File: src/rtl/rts_hyst_pkg.sv
// Package: shared types and the hysteresis width table for the RTS controller.
// Assumes: the select code is 4 bits; code 0 is the "next level" mode and maps to width 0.
package rts_hyst_pkg;

    localparam int HSEL_W = 4;
    localparam int SPAN_W = 6;

    // Level driven on the active-low RTS line.
    typedef enum logic {
        RTS_GRANT    = 1'b0,
        RTS_WITHHOLD = 1'b1
    } rts_lvl_e;

    // Half-width of the hysteresis band in characters for each select code.
    function automatic logic [SPAN_W-1:0] hyst_span(input logic [HSEL_W-1:0] code);
        logic [SPAN_W-1:0] w;
        case (code)
            4'b0001: w = 6'd4;
            4'b0010: w = 6'd6;
            4'b0011: w = 6'd8;
            4'b0100: w = 6'd8;
            4'b0101: w = 6'd16;
            4'b0110: w = 6'd24;
            4'b0111: w = 6'd32;
            4'b1000: w = 6'd12;
            4'b1001: w = 6'd20;
            4'b1010: w = 6'd28;
            4'b1011: w = 6'd36;
            4'b1100: w = 6'd40;
            4'b1101: w = 6'd44;
            4'b1110: w = 6'd48;
            4'b1111: w = 6'd52;
            default: w = 6'd0;
        endcase
        return w;
    endfunction

endpackage

File: src/rtl/rts_hyst_span.sv
// Module: rts_hyst_span
// Decodes the select code into a band half-width and a next-level mode flag.
// Assumes: CNT_W >= rts_hyst_pkg::SPAN_W; purely combinational.
module rts_hyst_span
    import rts_hyst_pkg::*;
#(
    parameter int CNT_W = 8
) (
    input  logic [HSEL_W-1:0] sel,
    output logic [CNT_W-1:0]  span,
    output logic              next_level
);

    localparam int PAD_W = CNT_W - SPAN_W;

    logic [SPAN_W-1:0] raw_span;

    // Look up the table width and widen it to the count width.
    always_comb begin
        raw_span   = hyst_span(sel);
        span       = {{PAD_W{1'b0}}, raw_span};
        next_level = (sel == '0);
    end

endmodule

File: src/rtl/rts_hyst_bounds.sv
// Module: rts_hyst_bounds
// Forms the clamped upper and lower thresholds around the trigger level.
// Assumes: DEPTH fits in CNT_W bits; in next-level mode the lower edge is trigger-1.
module rts_hyst_bounds #(
    parameter int DEPTH = 128,
    parameter int CNT_W = 8
) (
    input  logic [CNT_W-1:0] trig,
    input  logic [CNT_W-1:0] span,
    input  logic             next_level,
    output logic [CNT_W-1:0] upper,
    output logic [CNT_W-1:0] lower
);

    localparam int          EXT_W   = CNT_W + 1;
    localparam logic [EXT_W-1:0] DEPTH_X = EXT_W'(DEPTH);

    logic [EXT_W-1:0] up_sum;
    logic [EXT_W-1:0] lo_step;
    logic [EXT_W-1:0] lo_diff;

    // Top edge: trigger plus half-width, saturated at the FIFO depth.
    always_comb begin
        up_sum = {1'b0, trig} + {1'b0, span};
        upper  = (up_sum > DEPTH_X) ? DEPTH_X[CNT_W-1:0] : up_sum[CNT_W-1:0];
    end

    // Bottom edge: trigger minus half-width (or one), floored at zero.
    always_comb begin
        lo_step = next_level ? EXT_W'(1) : {1'b0, span};
        lo_diff = {1'b0, trig} - lo_step;
        if (lo_diff[CNT_W]) begin
            lower = '0;
        end else if (lo_diff > DEPTH_X) begin
            lower = DEPTH_X[CNT_W-1:0];
        end else begin
            lower = lo_diff[CNT_W-1:0];
        end
    end

endmodule

File: src/rtl/rts_hyst_state.sv
// Module: rts_hyst_state
// Holds the registered RTS level and applies withdraw / grant / hold decisions.
// Assumes: thresholds are already clamped; withdraw beats grant; disable beats both.
module rts_hyst_state
    import rts_hyst_pkg::*;
#(
    parameter int DEPTH = 128,
    parameter int CNT_W = 8
) (
    input  logic             clk,
    input  logic             rst_n,
    input  logic             enable,
    input  logic [CNT_W-1:0] count,
    input  logic [CNT_W-1:0] upper,
    input  logic [CNT_W-1:0] lower,
    output logic             rts_n
);

    rts_lvl_e lvl_q;
    rts_lvl_e lvl_d;
    logic     hit_upper;
    logic     hit_lower;

    // Compare the fill count against both edges of the band.
    always_comb begin
        hit_upper = (count >= upper);
        hit_lower = (count <= lower);
    end

    // Choose the next level: disabled grants, upper withholds, lower grants, else hold.
    always_comb begin
        if (!enable) begin
            lvl_d = RTS_GRANT;
        end else if (hit_upper) begin
            lvl_d = RTS_WITHHOLD;
        end else if (hit_lower) begin
            lvl_d = RTS_GRANT;
        end else begin
            lvl_d = lvl_q;
        end
    end

    // Register the level; reset grants RTS.
    always_ff @(posedge clk) begin
        if (!rst_n) begin
            lvl_q <= RTS_GRANT;
        end else begin
            lvl_q <= lvl_d;
        end
    end

    assign rts_n = lvl_q;

    // disable forces RTS asserted on the next edge
    assert_disabled_grant_R9: assert property (@(posedge clk) disable iff (!rst_n)
        !enable |=> !rts_n);

    // reaching the top edge withdraws RTS (also covers the R10 tie)
    assert_upper_withhold_R4: assert property (@(posedge clk) disable iff (!rst_n)
        (enable && count >= upper) |=> rts_n);

    // reaching the bottom edge below the top grants RTS
    assert_lower_grant_R5: assert property (@(posedge clk) disable iff (!rst_n)
        (enable && count < upper && count <= lower) |=> !rts_n);

    // inside the band the line is held
    assert_band_hold_R6: assert property (@(posedge clk) disable iff (!rst_n)
        (enable && count < upper && count > lower) |=> $stable(rts_n));

    // thresholds stay within the FIFO range and ordered
    assert_bounds_clamped_R7: assert property (@(posedge clk) disable iff (!rst_n)
        (upper <= CNT_W'(DEPTH)) && (lower <= upper));

endmodule

File: src/rtl/rts_hyst_ctrl.sv
// Module: rts_hyst_ctrl (top)
// RTS flow control with a trigger-centred hysteresis band for a UART receiver.
// Assumes: rx_count and rx_trig are within 0..DEPTH; synchronous active-low reset.
module rts_hyst_ctrl
    import rts_hyst_pkg::*;
#(
    parameter int DEPTH = 128,
    parameter int CNT_W = $clog2(DEPTH + 1)
) (
    input  logic              clk,
    input  logic              rst_n,
    input  logic [CNT_W-1:0]  rx_count,
    input  logic [CNT_W-1:0]  rx_trig,
    input  logic [HSEL_W-1:0] hyst_sel,
    input  logic              auto_rts_en,
    output logic              rts_n
);

    logic [CNT_W-1:0] span;
    logic             next_level;
    logic [CNT_W-1:0] upper;
    logic [CNT_W-1:0] lower;

    rts_hyst_span #(
        .CNT_W (CNT_W)
    ) u_span (
        .sel        (hyst_sel),
        .span       (span),
        .next_level (next_level)
    );

    rts_hyst_bounds #(
        .DEPTH (DEPTH),
        .CNT_W (CNT_W)
    ) u_bounds (
        .trig       (rx_trig),
        .span       (span),
        .next_level (next_level),
        .upper      (upper),
        .lower      (lower)
    );

    rts_hyst_state #(
        .DEPTH (DEPTH),
        .CNT_W (CNT_W)
    ) u_state (
        .clk    (clk),
        .rst_n  (rst_n),
        .enable (auto_rts_en),
        .count  (rx_count),
        .upper  (upper),
        .lower  (lower),
        .rts_n  (rts_n)
    );

endmodule

File: config.mk
export PLATFORM = sky130hd
export DESIGN_NAME = rts_hyst_ctrl
export DESIGN_NICKNAME = d
export VERILOG_FILES = /design/src/rtl/rts_hyst_pkg.sv /design/src/rtl/rts_hyst_span.sv /design/src/rtl/rts_hyst_bounds.sv /design/src/rtl/rts_hyst_state.sv /design/src/rtl/rts_hyst_ctrl.sv
export SDC_FILE = /design/constraint.sdc
export NUM_CORES = 1
export LEC_CHECK = 0
export BUFFER_PORTS_ARGS = -buffer_cell sky130_fd_sc_hd__buf_2
export CAP_MARGIN = 10
export CORE_ASPECT_RATIO = 1.4
export CORE_UTILIZATION = 52
export CTS_BUF_LIST = sky130_fd_sc_hd__clkbuf_8
export CTS_CLUSTER_DIAMETER = 120
export DETAILED_ROUTE_END_ITERATION = 8
export PLACE_DENSITY = 0.79
export RECOVER_POWER = 50
export SLEW_MARGIN = 20
export SYNTH_ARGS = -nofsm -noshare
export SYNTH_HDL_FRONTEND = slang
export SYNTH_SLANG_ARGS = --single-unit
File: constraint.sdc
create_clock -name clk -period 3.91 [get_ports clk]
set_clock_uncertainty 0.05 [all_clocks]
set_input_delay 0.5865 -clock clk [delete_from_list [all_inputs] [get_ports clk]]
set_output_delay 0.5865 -clock clk [all_outputs]
set_load 0.005 [all_outputs]
==> results.py, run 1 <==
metrics = {
    "pwr": {
        "p_leak_nw": 0.7089,
        "ir_worst_vdd_mv": 0.1191,
        "power.density_nw_per_um2": 204.6,
    },
    "synth": {
        "yosysUniqueCellTypes": 42,
        "syn_inst": 153,
        "synth_enable_flop_cells": 0,
        "netlist_area_sq_um": 1172,
        "yosysTopAreaCell": "ha_1",
        "avgSynthCellArea_sq_um": 7.663,
        "syn_nets": 208,
        "netlist_top_cells_area": "ha_1 32%, a21o_1 4.5%, inv_1 4.2%, nand2_1 4.2%, a211oi_1 3.8%",
        "yosysWarnings": 0,
        "synth-main-ff-cell": "dfxtp_1",
        "synthArstFlopShare_pct": 0,
        "ys_seq_area_share_pct": 1.708,
        "synth.top_cell.area_share_pct": 32.02,
        "synth_seq_cells": 1,
    },
    "min_path": {
        "hp-class": "reg2reg",
        "whs_path_depth": 2,
    },
    "cts": {
        "cts_setup_buffers": 0,
        "clkTransAtPathRegs_ns": 0,
        "clk_latency_ns": 0,
    },
    "die": {
        "start_util_pct": 54.48,
        "die_area_sq_um": 2451,
        "fp.dieH_um": 58.18,
        "fp.dieW_um": 42.13,
        "std_cell_rows": 20,
        "core-area_sq_um": 2152,
        "io_pins": 24,
    },
    "grt": {
        "grt_remaining_overflow": 0,
        "first_global_vias": 1238,
        "antenna_found_initial": 0,
        "grt_pass1_wl_um": 4988,
        "grt.total_usage_pct": 25.57,
        "grt_max_degree": 13,
    },
    "critical_path": {
        "arrival_ns": 3.55,
        "critPathLaunchType": "primary input",
        "cp-end-kind": "flop",
        "cp.required_ns": 3.73,
        "worstSetupPathType": "in2reg",
        "rr_worst_depth": 2,
        "r2r_slack_ns": 3.24,
        "cp_max_fo": 4,
    },
    "timing": {
        "period_needed_ns": 3.725,
        "fmax_mhz": 268.5,
        "period_share_pct": 95.26,
        "setup_violations": 0,
        "drv_slew": 0,
        "worstMarginPinSlew_ns": 0.3269,
        "timing.final.hold_violations": 0,
        "slew_headroom_pct": 78.16,
    },
    "route": {
        "vias": 1273,
        "remaining_drc_errors": 0,
        "routed_via_density": 6.240,
        "drt-total-wl_um": 3098,
        "ant_nets": 0,
        "drt_pass1_iterations": 4,
        "wl_per_cell_um": 15.19,
        "drt_iter0_drc": 15,
    },
    "cells_and_area": {
        "drive_gt1_share_pct": 35.16,
        "finalInstanceArea_sq_um": 1519,
        "syn_to_final_growth_pct": 29.56,
        "final_core_util_pct": 70.58,
        "fin_nets": 239,
        "largest_reg_flops": 1,
        "antenna_cells": 0,
        "mostFrequentLayoutCells": "22 x ha_1, 21 x buf_2, 13 x nand2_1",
        "final_common_cell": "ha_1",
    },
    "placement": {
        "place_area_sq_um": 1360,
        "portBuffers": 23,
        "dp_hpwl_um": 2621,
        "routabilityCongestion": 0.8406,
    },
    "run_status": {
        "outcome": "completed",
    },
    "flow_run": {
        "cap_violations": 0,
    },
}
cell type report:
class / count / area (sq um)
well taps: 22 / 27.53
fillers: 181 / 633.1
repair buffers: 31 / 180.2
multi-input cells: 137 / 1237
inverters: 13 / 53.80
flip-flops and latches: 1 / 20.02
logic make-up (layout without fill, tap and decap cells):
family | count (synthesis) | after routing | share of synthesized area, %
simple gates | 48 | 48 | 20.81
fa+ha+maj | 32 | 32 | 35.43
xor+xnor | 7 | 7 | 5.230
buf+inv | 15 | 44 | 5.443
flops | 1 | 1 | 1.708
compound gates | 50 | 50 | 31.38
cells in the mapped netlist (all sizes together) (3+ instances only):
master	count
o2111ai	4
nor2b	3
nor3	3
nor2	8
and3	3
a31oi	4
nand3	6
ha	30
xor2	5
a21o	7
and2	3
inv	13
nand2	13
a211oi	7
o21ai	9
a21oi	7
critical path: stages:
cell       delay, ns
buf_4           0.12
inv_4           0.04
ha_4            0.26
nor2_2          0.03
o21ai_1         0.11
buf_4           0.15
ha_4            0.19
a211oi_2        0.34
or4_1           0.18
o2111ai_2       0.14
o32ai_2         0.31
buf_4           0.17
nand3_1         0.09
ha_2            0.19
a21o_1          0.17
a21oi_1         0.12
o21ai_1         0.08
a31oi_1         0.16
o22ai_1         0.10
final timing paths:
path / from / to
max reg2reg: u_state.rts_n$_SDFFE_PN0P_ / u_state.rts_n$_SDFFE_PN0P_
min reg2reg: u_state.rts_n$_SDFFE_PN0P_ / u_state.rts_n$_SDFFE_PN0P_
min: u_state.rts_n$_SDFFE_PN0P_ / u_state.rts_n$_SDFFE_PN0P_
max: hyst_sel[0] / u_state.rts_n$_SDFFE_PN0P_
where the power goes:
part	switching [mW]	leakage [nW]	internal, mW
Combinational	0.158	0.701	0.140
Clock	0	0	0
Sequential	0.000568	0.00822	0.0116
Total	0.159	0.709	0.152
through the flow:
step / hold WS (ns) / setup slack [ns] / TNS, ns / instances / power [mW]
6_report: 0.4644 / 0.1851 / 0 / 204 / 0.3108
3_3_place_gp: 0.4400 / 0.05007 / 0 / 204 / 0.2548
2_1_floorplan: 0.4508 / 0.1912 / 0 / 153 / 0.1916
4_1_cts: 0.4762 / 0.004465 / 0 / 204 / 0.2748
5_1_grt: 0.5016 / -0.03957 / -0.03957 / 204 / 0.3448
3_5_place_dp: 0.4878 / -0.06220 / -0.06220 / 204 / 0.2702
timing repair:
| item | in CTS | in global routing |
|---|---|---|
| gates resized for setup | 5 | 33 |
| endpoints found under the hold margin | 0 | 0 |
| endpoints found under the setup margin | 1 | 1 |
| pin swaps | 4 | 15 |
| hold buffers | 0 | 0 |
| cloned | 0 | 0 |
per-layer routing:
metal  up-vias  part of all wire, %  global-route usage [%]
li1        638                    -                       -
met1       593                   37                   24.72
met2        32                   56                   54.46
met3        10                  2.3                  0.9346
met4         0                  4.9                   10.27
met5         -                    0                       0
(Power assumes the default switching activity.)
==> inputs of run 2 (changes only) <==
--- a/config.mk
+++ b/config.mk
@@ -5,14 +5,15 @@
 export SDC_FILE = /design/constraint.sdc
 export NUM_CORES = 1
 export LEC_CHECK = 0
+export ABC_AREA = 1
 export BUFFER_PORTS_ARGS = -buffer_cell sky130_fd_sc_hd__buf_2
 export CAP_MARGIN = 10
 export CORE_ASPECT_RATIO = 1.4
-export CORE_UTILIZATION = 52
+export CORE_UTILIZATION = 50
 export CTS_BUF_LIST = sky130_fd_sc_hd__clkbuf_8
 export CTS_CLUSTER_DIAMETER = 120
 export DETAILED_ROUTE_END_ITERATION = 8
-export PLACE_DENSITY = 0.79
+export PLACE_DENSITY = 0.76
 export RECOVER_POWER = 50
 export SLEW_MARGIN = 20
 export SYNTH_ARGS = -nofsm -noshare
==> results.py, run 2 <==
metrics = {
    "run_status": {
        "outcome": "completed",
    },
    "synth": {
        "muxShareOfSynthArea_pct": 0,
        "syn_nets": 264,
        "ys_seq_area_share_pct": 1.608,
        "netlist_area_sq_um": 1245,
        "synth.most_common_cell": "nand2_1",
        "synth_enable_flop_cells": 0,
        "synth_seq_cells": 1,
        "synthArstFlopShare_pct": 0,
        "synth-main-ff-cell": "dfxtp_1",
        "synthAdderAreaFrac_pct": 33.37,
        "yosysTopAreaCell": "ha_1",
        "synth_xor_area_share_pct": 2.111,
        "yosys.area_share.simple_pct": 39.70,
        "avgSynthCellArea_sq_um": 5.957,
        "synth_compound_area_share_pct": 12.66,
        "synth.top_cell.area_share_pct": 30.15,
        "syn_inst": 209,
        "synth.top_cells.by_count": "56 x nand2_1, 34 x inv_1, 30 x ha_1",
        "netlist_top_cells_area": "ha_1 30%, nand2_1 17%, inv_1 10%, nand3_1 6.8%, a21oi_1 6.4%",
        "yosysUniqueCellTypes": 27,
        "yosysWarnings": 0,
        "synth_top_family_by_area": "simple AND/OR/NAND/NOR gates",
    },
    "critical_path": {
        "cp.required_ns": 3.75,
        "cp-startpoint": "hyst_sel[0]",
        "timing.rr.start": "u_state.rts_n$_SDFFE_PN0P_",
        "arrival_ns": 3.47,
        "cp_max_fo": 5,
        "worstSetupPathType": "in2reg",
        "critPathLaunchType": "primary input",
        "r2r_slack_ns": 3.24,
        "cp-end-kind": "flop",
    },
    "grt": {
        "grt_remaining_overflow": 0,
        "first_global_vias": 1191,
        "grt.total_usage_pct": 21.94,
        "grt_pass1_wl_um": 4650,
        "grt_max_degree": 9,
        "antenna_found_initial": 0,
    },
    "flow_run": {
        "cap_violations": 0,
    },
    "timing": {
        "setup-tns-final_ns": 0,
        "timing.final.hold_violations": 0,
        "fmax_mhz": 275.4,
        "rsz0062_at_grt": "false",
        "whs_ns": 0.4791,
        "setup_violations": 0,
        "drv_slew": 0,
        "period_share_pct": 92.86,
        "period_needed_ns": 3.631,
        "worstMarginPinSlew_ns": 0.3412,
        "slew_headroom_pct": 77.18,
    },
    "die": {
        "fp.dieW_um": 44.17,
        "io_pins": 24,
        "die_area_sq_um": 2696,
        "start_util_pct": 52.65,
        "std_cell_rows": 21,
        "fp.dieH_um": 61.04,
        "core-area_sq_um": 2365,
    },
    "route": {
        "remaining_drc_errors": 0,
        "ant_nets": 0,
        "routed_via_density": 5.168,
        "drt-total-wl_um": 2730,
        "drt_iter0_drc": 22,
        "vias": 1323,
        "drt_pass1_iterations": 6,
        "wl_per_cell_um": 10.66,
    },
    "cells_and_area": {
        "largest_reg_flops": 1,
        "fin_nets": 290,
        "syn_to_final_growth_pct": 17.49,
        "finalInstanceArea_sq_um": 1463,
        "antenna_cells": 0,
        "drive_gt1_share_pct": 19.31,
        "mostFrequentLayoutCells": "55 x nand2_1, 33 x inv_1, 28 x ha_1",
        "final_common_cell": "nand2_1",
    },
    "placement": {
        "place_area_sq_um": 1396,
        "routabilityCongestion": 0.8120,
        "portBuffers": 23,
        "dp_hpwl_um": 2461,
    },
    "pwr": {
        "p_leak_nw": 0.8210,
        "power.density_nw_per_um2": 189.5,
        "ir_worst_vdd_mv": 0.09125,
    },
    "min_path": {
        "worstHoldStart": "u_state.rts_n$_SDFFE_PN0P_",
        "hp-class": "reg2reg",
    },
    "cts": {
        "clk_latency_ns": 0,
        "hold_buffers": 0,
        "clkTransAtPathRegs_ns": 0,
    },
}
-- run 2: changes by cell type after synthesis, sizes merged, moves of 4 or more --
cell     change
nand2       +47
inv         +22
nand3       +13
nor2        +13
a21oi        +9
a211oi       -7
a21o         -6
a31oi        -4
o2111ai      -4
o21ai        -4
-- run 2: timing repair --
item | CTS | global route
endpoints found under the hold margin | 0 | 0
buffers inserted | 0 | 0
endpoints found under the setup margin | 0 | 1
resized for setup | 0 | 16
-- run 2: final cells by class --
cell class / instances / area [sq um]
Fill cell: 254 / 902.1
Inverter: 35 / 131.4
Multi-Input combinational cell: 173 / 1160
Sequential cell: 1 / 20.02
Tap cell: 23 / 28.78
Timing Repair Buffer: 24 / 122.6
-- run 2: per-stage QoR --
| step | setup slack [ns] | power (mW) | instances | utilization, % |
|---|---|---|---|---|
| finish | 0.2791 | 0.2772 | 256 | 61.85 |
| global route | 0.002376 | 0.3238 | 256 | 61.85 |
| CTS | 0.1065 | 0.2629 | 256 | 59.05 |
| detailed placement | 0.1047 | 0.2620 | 256 | 59.05 |
| global placement | 0.1386 | 0.2592 | 256 | 59.05 |
| floorplan | 0.5809 | 0.2015 | 209 | - |
-- run 2: per-layer routing --
layer / track usage [%] / vias up / share of wire, %
met5: 0 / - / 0
met4: 2.165 / 0 / 1.3
met3: 0.2933 / 2 / 2.1
met2: 47.06 / 22 / 57
met1: 23.89 / 566 / 40
li1: - / 733 / -
-- run 2: worst max-delay path, stage by stage --
cell	delay [ns]
buf_2	0.10
inv_1	0.07
ha_1	0.20
nand2_1	0.08
nor2_2	0.05
ha_1	0.20
fa_1	0.42
xor2_1	0.21
nor3b_2	0.20
nand2_1	0.07
nor2_1	0.09
nand3_1	0.10
nand2_2	0.12
nand2_1	0.07
ha_1	0.29
a21oi_1	0.15
o21ai_0	0.10
nand2_1	0.07
nand3_1	0.05
o21bai_1	0.15
nand2_1	0.06
inv_1	0.03
-- run 2: path summary, 6_finish.rpt --
kind / cells past startpoint / end
setup / recovery: 22 / u_state.rts_n$_SDFFE_PN0P_
hold / removal: 4 / u_state.rts_n$_SDFFE_PN0P_
setup reg to reg: 4 / u_state.rts_n$_SDFFE_PN0P_
hold reg to reg: 4 / u_state.rts_n$_SDFFE_PN0P_
-- run 2: cells by family after synthesis --
family          after synthesis
fa+ha+maj                    32
buf+inv                      35
xor+xnor                      3
simple gates                110
compound gates               28
flops                         1
-- run 2: where the power goes --
group	switching, mW	internal (mW)
sequential	0.000414	0.0116
clock	0	0
combinational	0.154	0.111
total	0.154	0.123
==> inputs of run 3 (changes only) <==
--- a/config.mk
+++ b/config.mk
@@ -9,11 +9,11 @@
 export BUFFER_PORTS_ARGS = -buffer_cell sky130_fd_sc_hd__buf_2
 export CAP_MARGIN = 10
 export CORE_ASPECT_RATIO = 1.4
-export CORE_UTILIZATION = 50
+export CORE_UTILIZATION = 52
 export CTS_BUF_LIST = sky130_fd_sc_hd__clkbuf_8
 export CTS_CLUSTER_DIAMETER = 120
 export DETAILED_ROUTE_END_ITERATION = 8
-export PLACE_DENSITY = 0.76
+export PLACE_DENSITY = 0.79
 export RECOVER_POWER = 50
 export SLEW_MARGIN = 20
 export SYNTH_ARGS = -nofsm -noshare
==> results.py, run 3 (synthesis gave the netlist of run 2 again) <==
metrics = {
    "cts": {
        "clk_latency_ns": 0,
        "cts_setup_buffers": 0,
        "clkTransAtPathRegs_ns": 0,
    },
    "flow_run": {
        "cap_violations": 0,
    },
    "die": {
        "core-area_sq_um": 2227,
        "start_util_pct": 55.90,
        "io_pins": 24,
        "fp.dieW_um": 43.36,
        "fp.dieH_um": 59.90,
        "die_area_sq_um": 2597,
        "std_cell_rows": 20,
    },
    "route": {
        "drt_iter0_drc": 29,
        "vias": 1344,
        "remaining_drc_errors": 8,
        "ant_nets": 0,
        "routed_via_density": 5.250,
        "drt-total-wl_um": 2759,
        "drt_pass1_iterations": 6,
        "wl_per_cell_um": 10.78,
    },
    "critical_path": {
        "cp_slowest_cell": "ha_4",
        "worst-path-buf-inv": 6,
        "cp-end-kind": "flop",
        "critPathTopFamily": "simple AND/OR/NAND/NOR gates",
        "cp_slowest_stage_delay_ns": 0.32,
        "cp_max_fo": 7,
        "cp.required_ns": 3.75,
        "critPathLaunchType": "primary input",
        "worstSetupPathType": "in2reg",
        "arrival_ns": 3.44,
    },
    "cells_and_area": {
        "syn_to_final_growth_pct": 16.88,
        "final_core_util_pct": 65.34,
        "final_common_cell": "nand2_1",
        "mostFrequentLayoutCells": "55 x nand2_1, 34 x inv_1, 28 x ha_1",
        "final_cell_count_no_fill": 256,
        "drive_gt1_share_pct": 19.23,
        "antenna_cells": 0,
        "fin_nets": 291,
        "largest_reg_flops": 1,
    },
    "grt": {
        "grt_pass1_wl_um": 4533,
        "grt.total_usage_pct": 22.32,
        "antenna_found_initial": 0,
        "grt_remaining_overflow": 0,
        "grt_max_degree": 9,
        "first_global_vias": 1186,
    },
    "timing": {
        "fmax_mhz": 277.4,
        "whs_ns": 0.4836,
        "period_needed_ns": 3.605,
        "timing.final.hold_violations": 0,
        "period_share_pct": 92.19,
        "drv_slew": 0,
        "worstMarginPinSlew_ns": 0.3719,
        "slew_headroom_pct": 75.13,
        "setup_violations": 0,
    },
    "pwr": {
        "p_leak_nw": 0.8210,
        "power.density_nw_per_um2": 190.8,
        "ir_worst_vdd_mv": 0.1186,
    },
    "min_path": {
        "hp-class": "reg2reg",
    },
    "placement": {
        "routabilityCongestion": 0.8983,
        "portBuffers": 23,
        "dp_cells": 256,
        "dp_hpwl_um": 2467,
    },
    "run_status": {
        "violations": "design-rule violations",
        "outcome": "finished, violations left",
    },
}
[run 3: worst min-delay path, cell delays in order (launching register included)]
cell and delay [ns]:
dfxtp_1 0.29, inv_1 0.05, o21bai_1 0.06, nand2_1 0.05, inv_1 0.03
[run 3: through the flow]
step	worst slack (ns)	cell area (sq um)	total power, mW	TNS, ns
5_1_grt	-0.002581	1455	0.3189	-0.002581
4_1_cts	0.06243	1403	0.2647	0
6_report	0.3054	1455	0.2777	0
3_3_place_gp	0.1068	1403	0.2606	0
2_1_floorplan	0.5809	1245	0.2015	0
3_5_place_dp	0.08019	1403	0.2634	0
[run 3: final timing paths]
kind / from / endpoint / slack (ns) / cells after the start
max reg2reg: u_state.rts_n$_SDFFE_PN0P_ / u_state.rts_n$_SDFFE_PN0P_ / 3.22 / 4
min reg2reg: u_state.rts_n$_SDFFE_PN0P_ / u_state.rts_n$_SDFFE_PN0P_ / 0.48 / 4
min: u_state.rts_n$_SDFFE_PN0P_ / u_state.rts_n$_SDFFE_PN0P_ / 0.48 / 4
max: hyst_sel[0] / u_state.rts_n$_SDFFE_PN0P_ / 0.31 / 25
[run 3: layer usage]
layer	GRT usage (%)	share of wire (%)	up-vias
met5	0	0	-
met4	4.018	2.2	0
met3	0.3021	2.3	8
met2	48.05	56	25
met1	23.23	40	571
li1	-	-	740
[run 3: layout make-up]
cell class	instances	area, sq um
Fill cell	219	772.0
Inverter	35	131.4
Multi-Input combinational cell	173	1147
Sequential cell	1	20.02
Tap cell	22	27.53
Timing Repair Buffer	25	128.9
[run 3: power breakdown]
part           internal, mW  switching, mW  leakage (nW)
Clock                     0              0             0
Combinational         0.110          0.155         0.813
Sequential           0.0116       0.000555       0.00822
[run 3: what timing repair did]
action,4_1_cts,5_1_grt
gates resized for setup,0,15
hold buffers,0,0
endpoints found under the setup margin,0,1
